### src/rtl/smon_pkg.sv
package smon_pkg;

  typedef enum logic [3:0] {
    CMD_DESEL = 4'd0,
    CMD_NOP   = 4'd1,
    CMD_MRS   = 4'd2,
    CMD_AREF  = 4'd3,
    CMD_SREF  = 4'd4,
    CMD_ACT   = 4'd5,
    CMD_RD    = 4'd6,
    CMD_RDA   = 4'd7,
    CMD_WR    = 4'd8,
    CMD_WRA   = 4'd9,
    CMD_PRE   = 4'd10,
    CMD_PREA  = 4'd11,
    CMD_BST   = 4'd12,
    CMD_SUSP  = 4'd13
  } smon_cmd_e;

  typedef enum logic [2:0] {
    V_NONE         = 3'd0,
    V_MRS_BUSY     = 3'd1,
    V_MRS_GAP      = 3'd2,
    V_REF_BUSY     = 3'd3,
    V_AP_SAME      = 3'd4,
    V_NOT_OPEN     = 3'd5,
    V_ALREADY_OPEN = 3'd6,
    V_AP_OTHER     = 3'd7
  } smon_viol_e;

  typedef enum logic [1:0] {
    BK_IDLE    = 2'd0,
    BK_OPEN    = 2'd1,
    BK_AUTOPRE = 2'd2
  } smon_bank_e;

  function automatic logic cmd_is_quiet(smon_cmd_e c);
    return (c == CMD_NOP) || (c == CMD_DESEL) || (c == CMD_SUSP);
  endfunction

  function automatic logic cmd_is_rw(smon_cmd_e c);
    return (c == CMD_RD) || (c == CMD_RDA) || (c == CMD_WR) || (c == CMD_WRA);
  endfunction

  function automatic logic cmd_is_ap(smon_cmd_e c);
    return (c == CMD_RDA) || (c == CMD_WRA);
  endfunction

endpackage

### src/rtl/smon_decode.sv
module smon_decode
  import smon_pkg::*;
(
  input  logic      clk_i,
  input  logic      rst_ni,
  input  logic      cke_i,
  input  logic      cs_ni,
  input  logic      ras_ni,
  input  logic      cas_ni,
  input  logic      we_ni,
  input  logic      ap_i,
  output smon_cmd_e cmd_o
);

  logic       cke_prev_q;
  logic [2:0] rcw;

  always_ff @(posedge clk_i or negedge rst_ni) begin
    if (!rst_ni) cke_prev_q <= 1'b1;
    else         cke_prev_q <= cke_i;
  end

  assign rcw = {ras_ni, cas_ni, we_ni};

  always_comb begin
    cmd_o = CMD_NOP;
    if (!cke_prev_q) begin
      cmd_o = CMD_SUSP;
    end else if (cs_ni) begin
      cmd_o = CMD_DESEL;
    end else begin
      unique case (rcw)
        3'b000:  cmd_o = CMD_MRS;
        3'b001:  cmd_o = cke_i ? CMD_AREF : CMD_SREF;
        3'b011:  cmd_o = CMD_ACT;
        3'b101:  cmd_o = ap_i ? CMD_RDA : CMD_RD;
        3'b100:  cmd_o = ap_i ? CMD_WRA : CMD_WR;
        3'b010:  cmd_o = ap_i ? CMD_PREA : CMD_PRE;
        3'b110:  cmd_o = CMD_BST;
        default: cmd_o = CMD_NOP;
      endcase
    end
  end

  a_r14_susp_after_low: assert property (@(posedge clk_i) disable iff (!rst_ni)
    !cke_i |=> (cmd_o == CMD_SUSP));

endmodule

### src/rtl/smon_rules.sv
module smon_rules
  import smon_pkg::*;
#(
  parameter int BANKS   = 4,
  parameter int MRS_GAP = 2,
  parameter int MAX_BL  = 8,
  localparam int GAP_W  = $clog2(MRS_GAP + 1),
  localparam int CNT_W  = $clog2(MAX_BL)
) (
  input  logic             clk_i,
  input  logic             rst_ni,
  input  smon_cmd_e        cmd_i,
  input  logic [BANKS-1:0] sel_i,
  input  logic [BANKS-1:0] open_i,
  input  logic [BANKS-1:0] autopre_i,
  input  logic [2:0]       bl_code_i,
  output logic             accept_o,
  output logic [CNT_W-1:0] bl_m1_o,
  output logic             viol_o,
  output logic [2:0]       reason_o
);

  smon_viol_e       reason_d;
  logic [GAP_W-1:0] gap_q, gap_d;
  logic [CNT_W-1:0] bl_m1_q, bl_m1_d;
  logic             tgt_open, tgt_ap, other_ap, any_open;

  assign tgt_open = |(open_i & sel_i);
  assign tgt_ap   = |(autopre_i & sel_i);
  assign other_ap = |(autopre_i & ~sel_i);
  assign any_open = |open_i;

  always_comb begin
    reason_d = V_NONE;
    if ((gap_q != '0) && !cmd_is_quiet(cmd_i)) begin
      reason_d = V_MRS_GAP;
    end else if (cmd_i == CMD_MRS) begin
      if (any_open) reason_d = V_MRS_BUSY;
    end else if ((cmd_i == CMD_AREF) || (cmd_i == CMD_SREF)) begin
      if (any_open) reason_d = V_REF_BUSY;
    end else if (cmd_i == CMD_ACT) begin
      if (tgt_open) reason_d = V_ALREADY_OPEN;
    end else if (cmd_is_rw(cmd_i)) begin
      if (!tgt_open)     reason_d = V_NOT_OPEN;
      else if (tgt_ap)   reason_d = V_AP_SAME;
      else if (other_ap) reason_d = V_AP_OTHER;
    end
  end

  assign accept_o = (reason_d == V_NONE);

  always_comb begin
    gap_d   = gap_q;
    bl_m1_d = bl_m1_q;
    if (gap_q != '0) gap_d = gap_q - 1'b1;
    if (accept_o && (cmd_i == CMD_MRS)) begin
      gap_d = GAP_W'(MRS_GAP);
      unique case (bl_code_i)
        3'd0:    bl_m1_d = CNT_W'(0);
        3'd1:    bl_m1_d = CNT_W'(1);
        3'd2:    bl_m1_d = CNT_W'(3);
        default: bl_m1_d = CNT_W'(MAX_BL - 1);
      endcase
    end
  end

  always_ff @(posedge clk_i or negedge rst_ni) begin
    if (!rst_ni) begin
      gap_q    <= '0;
      bl_m1_q  <= '0;
      viol_o   <= 1'b0;
      reason_o <= 3'd0;
    end else begin
      gap_q    <= gap_d;
      bl_m1_q  <= bl_m1_d;
      viol_o   <= !accept_o;
      reason_o <= reason_d;
    end
  end

  assign bl_m1_o = bl_m1_q;

  a_r4_mrs_gap: assert property (@(posedge clk_i) disable iff (!rst_ni)
    ((gap_q != '0) && !cmd_is_quiet(cmd_i)) |=> (viol_o && (reason_o == 3'd2)));

  a_r3_mrs_needs_idle: assert property (@(posedge clk_i) disable iff (!rst_ni)
    ((cmd_i == CMD_MRS) && (|open_i)) |=> viol_o);

  a_r5_ref_needs_idle: assert property (@(posedge clk_i) disable iff (!rst_ni)
    (((cmd_i == CMD_AREF) || (cmd_i == CMD_SREF)) && (|open_i)) |=> viol_o);

endmodule

### src/rtl/smon_bank.sv
module smon_bank
  import smon_pkg::*;
#(
  parameter int CNT_W = 3
) (
  input  logic             clk_i,
  input  logic             rst_ni,
  input  logic             act_i,
  input  logic             rw_i,
  input  logic             ap_i,
  input  logic             pre_i,
  input  logic             bst_i,
  input  logic [CNT_W-1:0] bl_m1_i,
  output logic             open_o,
  output logic             autopre_o,
  output logic             busy_o
);

  smon_bank_e       st_q, st_d;
  logic [CNT_W-1:0] cnt_q, cnt_d;

  always_comb begin
    st_d  = st_q;
    cnt_d = cnt_q;
    if (cnt_q != '0) cnt_d = cnt_q - 1'b1;
    if ((st_q == BK_AUTOPRE) && (cnt_q == CNT_W'(1))) st_d = BK_IDLE;
    if (act_i) st_d = BK_OPEN;
    if (rw_i) begin
      cnt_d = bl_m1_i;
      if (ap_i) st_d = (bl_m1_i == '0) ? BK_IDLE : BK_AUTOPRE;
    end
    if (bst_i && (st_q == BK_OPEN)) cnt_d = '0;
    if (pre_i) begin
      st_d  = BK_IDLE;
      cnt_d = '0;
    end
  end

  always_ff @(posedge clk_i or negedge rst_ni) begin
    if (!rst_ni) begin
      st_q  <= BK_IDLE;
      cnt_q <= '0;
    end else begin
      st_q  <= st_d;
      cnt_q <= cnt_d;
    end
  end

  assign open_o    = (st_q != BK_IDLE);
  assign autopre_o = (st_q == BK_AUTOPRE);
  assign busy_o    = (cnt_q != '0);

  a_r6_act_opens: assert property (@(posedge clk_i) disable iff (!rst_ni)
    act_i |=> (open_o && !busy_o));

  a_r7_ap_closes: assert property (@(posedge clk_i) disable iff (!rst_ni)
    (autopre_o && (cnt_q == CNT_W'(1)) && !pre_i) |=> !open_o);

  a_r10_pre_closes: assert property (@(posedge clk_i) disable iff (!rst_ni)
    pre_i |=> (!open_o && !busy_o));

endmodule

### src/rtl/smon_mask.sv
module smon_mask #(
  parameter int RD_LAT = 2
) (
  input  logic clk_i,
  input  logic rst_ni,
  input  logic dqm_i,
  output logic wr_mask_o,
  output logic rd_hiz_o
);

  logic [RD_LAT:0] pipe_q;

  always_ff @(posedge clk_i or negedge rst_ni) begin
    if (!rst_ni) pipe_q[0] <= 1'b0;
    else         pipe_q[0] <= dqm_i;
  end

  for (genvar i = 1; i <= RD_LAT; i++) begin : g_stage
    always_ff @(posedge clk_i or negedge rst_ni) begin
      if (!rst_ni) pipe_q[i] <= 1'b0;
      else         pipe_q[i] <= pipe_q[i-1];
    end
  end

  assign wr_mask_o = pipe_q[0];
  assign rd_hiz_o  = pipe_q[RD_LAT];

  logic [1:0] age_q;
  always_ff @(posedge clk_i or negedge rst_ni) begin
    if (!rst_ni)             age_q <= 2'd0;
    else if (age_q != 2'd3)  age_q <= age_q + 2'd1;
  end

  if (RD_LAT == 2) begin : g_chk
    a_r13_read_lat: assert property (@(posedge clk_i) disable iff (!rst_ni)
      (age_q == 2'd3) |-> (rd_hiz_o == $past(dqm_i, 3)));
  end

endmodule

### src/rtl/sdram_cmd_monitor.sv
module sdram_cmd_monitor
  import smon_pkg::*;
#(
  parameter int BANKS   = 4,
  parameter int MRS_GAP = 2,
  parameter int MAX_BL  = 8,
  parameter int RD_LAT  = 2,
  localparam int BA_W   = $clog2(BANKS),
  localparam int CNT_W  = $clog2(MAX_BL)
) (
  input  logic             clk,
  input  logic             rst_n,
  input  logic             cke,
  input  logic             cs_n,
  input  logic             ras_n,
  input  logic             cas_n,
  input  logic             we_n,
  input  logic [BA_W-1:0]  ba,
  input  logic             addr_ap,
  input  logic [2:0]       addr_bl,
  input  logic             dqm,
  output logic [3:0]       cmd_code,
  output logic [BANKS-1:0] bank_open,
  output logic [BANKS-1:0] bank_burst,
  output logic             viol,
  output logic [2:0]       viol_reason,
  output logic             wr_mask,
  output logic             rd_hiz
);

  logic [1:0] rst_sync_q;
  logic       rst_ni;

  always_ff @(posedge clk or negedge rst_n) begin
    if (!rst_n) rst_sync_q <= 2'b00;
    else        rst_sync_q <= {rst_sync_q[0], 1'b1};
  end
  assign rst_ni = rst_sync_q[1];

  smon_cmd_e        cmd;
  logic [BANKS-1:0] sel, autopre;
  logic             accept;
  logic [CNT_W-1:0] bl_m1;

  smon_decode i_decode (
    .clk_i  (clk),
    .rst_ni (rst_ni),
    .cke_i  (cke),
    .cs_ni  (cs_n),
    .ras_ni (ras_n),
    .cas_ni (cas_n),
    .we_ni  (we_n),
    .ap_i   (addr_ap),
    .cmd_o  (cmd)
  );

  smon_rules #(
    .BANKS   (BANKS),
    .MRS_GAP (MRS_GAP),
    .MAX_BL  (MAX_BL)
  ) i_rules (
    .clk_i     (clk),
    .rst_ni    (rst_ni),
    .cmd_i     (cmd),
    .sel_i     (sel),
    .open_i    (bank_open),
    .autopre_i (autopre),
    .bl_code_i (addr_bl),
    .accept_o  (accept),
    .bl_m1_o   (bl_m1),
    .viol_o    (viol),
    .reason_o  (viol_reason)
  );

  for (genvar b = 0; b < BANKS; b++) begin : g_bank
    assign sel[b] = (ba == BA_W'(b));

    smon_bank #(.CNT_W(CNT_W)) i_bank (
      .clk_i     (clk),
      .rst_ni    (rst_ni),
      .act_i     (accept && (cmd == CMD_ACT) && sel[b]),
      .rw_i      (accept && cmd_is_rw(cmd) && sel[b]),
      .ap_i      (cmd_is_ap(cmd)),
      .pre_i     (accept && (((cmd == CMD_PRE) && sel[b]) || (cmd == CMD_PREA))),
      .bst_i     (accept && (cmd == CMD_BST)),
      .bl_m1_i   (bl_m1),
      .open_o    (bank_open[b]),
      .autopre_o (autopre[b]),
      .busy_o    (bank_burst[b])
    );
  end

  smon_mask #(.RD_LAT(RD_LAT)) i_mask (
    .clk_i     (clk),
    .rst_ni    (rst_ni),
    .dqm_i     (dqm),
    .wr_mask_o (wr_mask),
    .rd_hiz_o  (rd_hiz)
  );

  logic [3:0] cmd_q;
  always_ff @(posedge clk or negedge rst_ni) begin
    if (!rst_ni) cmd_q <= 4'd0;
    else         cmd_q <= cmd;
  end
  assign cmd_code = cmd_q;

  a_r11_reject_keeps_state: assert property (@(posedge clk) disable iff (!rst_ni)
    (!accept && (cmd == CMD_ACT)) |=> $stable(bank_open));

endmodule

### config.mk
export PLATFORM = sky130hd
export DESIGN_NAME = sdram_cmd_monitor
export DESIGN_NICKNAME = d
export VERILOG_FILES = /design/src/rtl/smon_pkg.sv /design/src/rtl/smon_decode.sv /design/src/rtl/smon_rules.sv /design/src/rtl/smon_bank.sv /design/src/rtl/smon_mask.sv /design/src/rtl/sdram_cmd_monitor.sv
export SDC_FILE = /design/constraint.sdc
export NUM_CORES = 1
export LEC_CHECK = 0
export ABC_AREA = 1
export BUFFER_PORTS_ARGS = -buffer_cell sky130_fd_sc_hd__buf_4
export CAP_MARGIN = 20
export CORE_MARGIN = 2
export CORE_UTILIZATION = 45
export DETAILED_ROUTE_END_ITERATION = 7
export MAX_ROUTING_LAYER = met4
export PLACE_DENSITY_LB_ADDON = 0.25
export SLEW_MARGIN = 10
export SYNTH_ARGS = -nofsm -noshare
export SYNTH_HDL_FRONTEND = slang
export SYNTH_SLANG_ARGS = --single-unit
export TNS_END_PERCENT = 100
### constraint.sdc
create_clock -name clk -period 1.2 [get_ports clk]
set_input_delay 0.06 -clock clk [delete_from_list [all_inputs] [get_ports clk]]
set_output_delay 0.06 -clock clk [all_outputs]
set_load 0.1 [all_outputs]
==> results.yml, run 1 <==
synthesis:
  synth-xor-area-share_pct: 0
  synth.yosys.seq_area_share_pct: 37.2
  muxShareOfSynthArea_pct: 0
  post_synth.cell_area_avg_um2: 7.11
  synth_area_leaders: "dfrtp_1, nand2_1, inv_1"
  synthAdderAreaFrac_pct: 6.18
  synth_seq_cells: 39
  synth_nets: 397
  synth-compound-area-share_pct: 5.57
  syn_area_mm2: 0.00263
  netlist_instances: 370
  synth_top_family_by_area: "simple AND/OR/NAND/NOR gates"
  synth_largest_area_cell: "dfrtp_1"
  yosys.cell_types.count: 34
  synth_warnings: 0
  synth_top_area_share_pct: 36.2
  synth-simple-area-share_pct: 39.0
timing:
  rsz0062_at_grt: "yes"
  report.final.slew_viol_count: 0
  hold_violations: 0
  period_minus_slack_ns: 2.42
  fin_skew_ns: 0.00691
  relSlewSlack_pct: 51.9
  setup_viol: 36
  fmax_mhz: 413
  setup_slack_ns: -1.22
  tightest_slew_ns: 0.716
  period_share_pct: 202
  whs_ns: 0.0152
final_layout:
  nNetsFinal: 515
  multiInputGateArea_mm2: 0.00162
  instances_no_fill: 561
  drive_above_1_share_pct: 45.8
  fillers: 392
  antenna_cells: 0
  post-route-util_pct: 74.5
  area_delta_synth_final_pct: 57.8
  ff_latch_area_um2: 977
routing:
  dr.pass1.iters: 5
  routed_wl_mm: 7.72
  viasPerCell: 5.18
  vias: 2904
  drc: 0
  wl_per_cell_um: 13.8
  drtIter0Drc: 229
  antenna_left: 0
worst_setup_path:
  required_ns: 1.40
  cp-start-kind: "flop"
  arrival_ns: 2.62
  path_class: "flop to flop"
  endpoint_kind: "flop"
  worstPathMaxFanout: 7
placement:
  dp_slack_ns: -1.09
  gp_congestion: 0.967
  port_buffers: 31
  place_inst: 520
  dpl.hpwl_mm: 4.85
floorplan:
  start_util_pct: 47.2
  rows: 27
  die_x_um: 80.5
  design.core.area_mm2: 0.00557
  io_pins: 32
  dieArea_mm2: 0.00647
  dieHeight_um: 80.5
pwr:
  leakagePower_nw: 2.17
  internal_power_mw: 5.67
  clockPowerShare_pct: 10.8
  combPwrFrac_pct: 70.0
  vdd_drop_max_uv: 1840
  switching_share_pct: 46.9
  switching_power_mw: 5.00
  seqPwrFrac_pct: 19.3
  cellPowerDensity_mw_per_mm2: 2570
grt:
  grt_max_degree: 25
  grt_pass1_vias: 2832
  grt_use_total_pct: 25.3
  grt_pass1_wl_mm: 12.4
  antenna_found_initial: 0
  grt_remaining_overflow: 0
clock_network:
  clock_latency_ns: 0.30
  clockBufferDepth: 2
  root_buffer: "clkbuf_8"
  cts_made_buffers: 5
  clk_pin_slew_ns: 0.09
  htree_num_levels: 2
  cts_tree: "yes"
  cts_sinks: 39
status:
  failed_checks: "negative setup slack"
  status: "finished with violations"
worst_hold_path:
  hp-class: "input port to flop"
job:
  drv_cap: 0
[synthesized netlist by cell type (all sizes together)]
cell type and number:
nor4 1, a31oi 1, ha 13, nand4 24
and3 2, conb 1, buf 12, nand2 121
nor2 41, dfstp 1, inv 58, o21ai 15
nor3 3, o211ai 1, clkinv 1, a21oi 7
nand3 27, a22oi 1, or2 1, dfrtp 38
clkbuf 1
[metrics by stage]
| step | area, um^2 | total power [mW] | TNS [ns] |
|---|---|---|---|
| after CTS | 4000 | 10.1 | -28.37 |
| final | 4150 | 10.7 | -32.03 |
| after global placement | 3350 | 7.28 | -25.40 |
| after global routing | 4150 | 11.4 | -36.91 |
| after floorplan | 2660 | 5.95 | -23.35 |
| after detailed placement | 3350 | 7.38 | -27.73 |
[cells by family after synthesis]
logic type,count (synthesis)
AO/OA/AOI/OAI,25
adder cells (fa/ha/maj),13
buffers and inverters,72
flip-flops,39
other,1
AND/OR/NAND/NOR,220
[final cells by class]
| type | count | share of cell area [%] |
|---|---|---|
| clock buffers | 5 | 1.66 |
| clock inverters | 3 | 1.15 |
| inverters | 59 | 5.52 |
| multi-input cells | 259 | 39.0 |
| flip-flops and latches | 39 | 23.5 |
| well taps | 72 | 2.17 |
| repair buffers | 124 | 26.9 |
[registers in the layout (all words and copies together), names as in the netlist, 2 cells and up]
name / flops
g_bank.i_bank.cnt_q: 12
g_bank.i_bank.st_q: 8
cmd_code: 4
i_rules.bl_m1_o: 3
i_rules.reason_o: 3
i_rules.gap_q: 2
rst_sync_q: 2
[cell usage in the layout (no fill, tap or decap), types with 8 or more instances in the layout]
master   instances
nand2_1         96
dfrtp_1         38
nand2_2         19
buf_6            8
inv_2           25
buf_12          10
ha_4             8
nand3_1         16
nor2_1          28
inv_1           30
nand4_1         24
buf_4          101
[routing by layer]
metal	share of wire, %	vias to the layer above	track usage [%]
met5	0	-	-
met4	3.0	0	10.7
met3	5.3	30	3.93
met2	53	111	43.8
met1	39	1351	29.2
li1	-	1412	-
[critical path, cell delays in order (launching register included)]
cell,delay (ns)
dfstp_2,0.54
inv_2,0.05
nor2_2,0.08
nand2_2,0.08
a21oi_4,0.20
nand2_2,0.10
nor2_4,0.12
inv_2,0.05
nand2_1,0.07
nand2_1,0.07
nand2_1,0.08
nand2_2,0.09
nor2_4,0.20
clkbuf_16,0.21
nand3_4,0.11
nand2_2,0.11
nor2_2,0.05
nand2_1,0.06
nand2_1,0.05
[worst paths after layout]
path                            depth (start not counted)  slack, ns                start                         to
worst max-delay path                                   18      -1.22  i_decode.cke_prev_q  g_bank[3].i_bank.cnt_q[2]
worst min-delay path                                    3       0.02           addr_bl[0]         i_rules.bl_m1_o[0]
max in group asynchronous                               1       0.66        rst_sync_q[1]        i_decode.cke_prev_q
worst max register to register                         18      -1.22  i_decode.cke_prev_q  g_bank[3].i_bank.cnt_q[2]
min in group asynchronous                               2       0.08                rst_n              rst_sync_q[0]
worst min register to register                          1       0.20        rst_sync_q[1]  g_bank[3].i_bank.cnt_q[0]
[power groups by stage]
stage               sequential, mW  clock [mW]  combinational [mW]
CTS                           2.05        1.17                6.93
global placement              2.03           0                5.25
detailed placement            2.04           0                5.34
floorplan                     2.50           0                3.45
global route                  2.10        1.21                8.04
finish                        2.05        1.15                7.47
[what timing repair did]
action	4_1_cts	5_1_grt
pin swaps	10	13
cloned	1	1
endpoints found under the setup margin	37	38
hold buffers	3	0
buffers inserted	23	7
gates resized for setup	85	34
hold endpoints to repair	4	0
(Power assumes the default switching activity.)
==> inputs of run 2 (changes only) <==
==> constraint.sdc (replaced) <==
create_clock -name clk -period 2 [get_ports clk]
set_input_delay 0.1 -clock clk [delete_from_list [all_inputs] [get_ports clk]]
set_output_delay 0.1 -clock clk [all_outputs]
set_load 0.01 [all_outputs]
==> run 2 against run 1 <==
  * The flow still finishes with violations (negative setup slack)
  * Count of clock-buffer cells in the layout did not move
  * Cell area down 13%
  * Power shrank 58%
  * Routed wire length down 16%
  * Non-clock buffer count fell by 37
  * Sequential cell count stayed put
  * Largest power group unchanged
  * Setup slack gained 0.89 ns
  * Critical endpoint is now g_bank[2].i_bank.cnt_q[2]
  * Register-to-register slack improved by 0.89 ns
  * Core utilization is 10 points lower
  * Critical path depth unchanged
  * First-iteration DRC count is 50% lower
  * Fmax is 4.1% higher
  * Largest cell class unchanged
==> results.yml, run 2 (synthesis gave the netlist of run 1 again) <==
clock_network:
  cts_made_buffers: 5
  cts_tree: "yes"
  root_buffer: "clkbuf_8"
  clockBufferDepth: 2
  htree_num_levels: 2
  cts_sinks: 39
  clk_pin_slew_ns: 0.08
  clock_latency_ns: 0.30
pwr:
  finalPower_mw: 4.46
  leakagePower_nw: 1.94
  cellPowerDensity_mw_per_mm2: 1240
  vdd_drop_max_uv: 654
floorplan:
  start_util_pct: 47.2
  dieArea_mm2: 0.00647
  dieHeight_um: 80.5
  io_pins: 32
  design.core.area_mm2: 0.00557
  die_x_um: 80.5
  rows: 27
final_layout:
  drive_above_1_share_pct: 32.3
  fin_area_mm2: 0.00359
  nNetsFinal: 478
  final_common_cell: "nand2_1"
  post-route-util_pct: 64.4
  largest_reg_flops: 12
  regMostFlops: "g_bank.i_bank.cnt_q"
  area_delta_synth_final_pct: 36.6
  mostFrequentLayoutCells: "nand2_1, buf_4, inv_1, dfrtp_1, nor2_1"
  antenna_cells: 0
  fillers: 481
timing:
  rsz0062_at_grt: "yes"
  report.final.slew_viol_count: 0
  relSlewSlack_pct: 55.8
  tightest_slew_ns: 0.663
  hold_violations: 0
  fmax_mhz: 430
  setup_slack_ns: -0.327
  fin_skew_ns: 0.00868
  period_minus_slack_ns: 2.33
  whs_ns: 0.0151
  setup_viol: 26
  period_share_pct: 116
status:
  status: "finished with violations"
  failed_checks: "negative setup slack"
placement:
  dpl.hpwl_mm: 4.76
  port_buffers: 31
  dp_slack_ns: -0.265
  post_dp_cell_area_mm2: 0.00327
  gp_congestion: 1.01
worst_setup_path:
  arrival_ns: 2.52
  required_ns: 2.19
  cp.depth: 18
  critPathBufInv: 3
  slowest_stage: "dfstp_2"
  crit_family: "simple AND/OR/NAND/NOR gates"
  slowest_delay_ns: 0.54
  worstPathMaxFanout: 14
  crit_top_cell: "nand2_1"
  r2r.worst_path.cells: 18
  critical_path.cell_chain: "inv_2, nor2_1, nand2_1, a21oi_4, nand2_1, nor2_2, inv_1, nand3_1, nand2_1, nand2_1, nand2_2, nor2_4, buf_12, nand3_2, nand2_2, nor2_2, nand2_1, nand2_1"
  endpoint_kind: "flop"
  cp-start-kind: "flop"
  path_class: "flop to flop"
worst_hold_path:
  hold_depth: 2
  hp-class: "input port to flop"
routing:
  dr.pass1.iters: 5
  viasPerCell: 5.01
  drtIter0Drc: 115
  antenna_left: 0
  wl_per_cell_um: 12.4
  routed_wl_mm: 6.50
  drc: 0
  vias: 2626
grt:
  grt_use_total_pct: 22.6
  grt_pass1_vias: 2472
  grt_remaining_overflow: 0
  grt_pass1_wl_mm: 10.9
  antenna_found_initial: 0
  grt_max_degree: 25
job:
  drv_cap: 0
## run 2: stage by stage
stage	TNS (ns)	cells
6_report	-6.48	524
4_1_cts	-5.92	521
3_3_place_gp	-3.89	508
2_1_floorplan	-1.87	370
3_5_place_dp	-5.09	508
5_1_grt	-11.88	524
## run 2: path summary, 6_finish.rpt
check / slack [ns] / to / start
max in group asynchronous: 1.10 / i_decode.cke_prev_q / rst_sync_q[1]
worst min register to register: 0.27 / g_bank[3].i_bank.cnt_q[1] / rst_sync_q[1]
worst max-delay path: -0.33 / g_bank[2].i_bank.cnt_q[2] / i_decode.cke_prev_q
worst min-delay path: 0.02 / i_decode.cke_prev_q / cke
worst max register to register: -0.33 / g_bank[2].i_bank.cnt_q[2] / i_decode.cke_prev_q
min in group asynchronous: 0.10 / rst_sync_q[1] / rst_n
## run 2: worst reg2reg max path, stage by stage, from the launching register on
cell     delay (ns)
dfstp_2        0.54
inv_2          0.04
nor2_1         0.08
nand2_1        0.10
a21oi_4        0.16
nand2_1        0.09
nor2_2         0.13
inv_1          0.07
nand3_1        0.07
nand2_1        0.05
nand2_1        0.09
nand2_2        0.07
nor2_4         0.14
buf_12         0.17
nand3_2        0.14
nand2_2        0.12
nor2_2         0.06
nand2_1        0.06
nand2_1        0.05
## run 2: report_power, final
| part | switching (mW) | total [mW] | internal (mW) | leakage, nW |
|---|---|---|---|---|
| sequential | 0.157 | 1.24 | 1.08 | 0.459 |
| clock | 0.296 | 0.668 | 0.371 | 0.0581 |
| combinational | 1.35 | 2.56 | 1.21 | 1.42 |
| total | 1.80 | 4.46 | 2.66 | 1.94 |
## run 2: per-layer routing
layer | GRT usage [%] | vias to the layer above | part of all wire [%] | wire (um)
li1 | - | 1343 | - | -
met1 | 27.4 | 1215 | 43 | 2810
met2 | 38.8 | 58 | 51 | 3310
met3 | 3.71 | 10 | 4.0 | 263
met4 | 6.95 | 0 | 1.7 | 108
met5 | - | - | 0 | 0
## run 2: cell type report
cell class              instances  area, um^2  area share (%)
clock inverters                 3        43.8            1.22
inverters                      59         224            6.23
repair buffers                 87         737            20.5
well taps                      72        90.1            2.51
multi-input cells             259        1450            40.4
clock buffers                   5        68.8            1.92
flip-flops and latches         39         977            27.2
## run 2: timing repair
action	CTS	global route
endpoints found under the hold margin	3	0
hold buffers	2	0
setup buffers	2	2
resized for setup	17	12
pin swaps	3	5
cloned	1	1
endpoints found under the setup margin	25	26
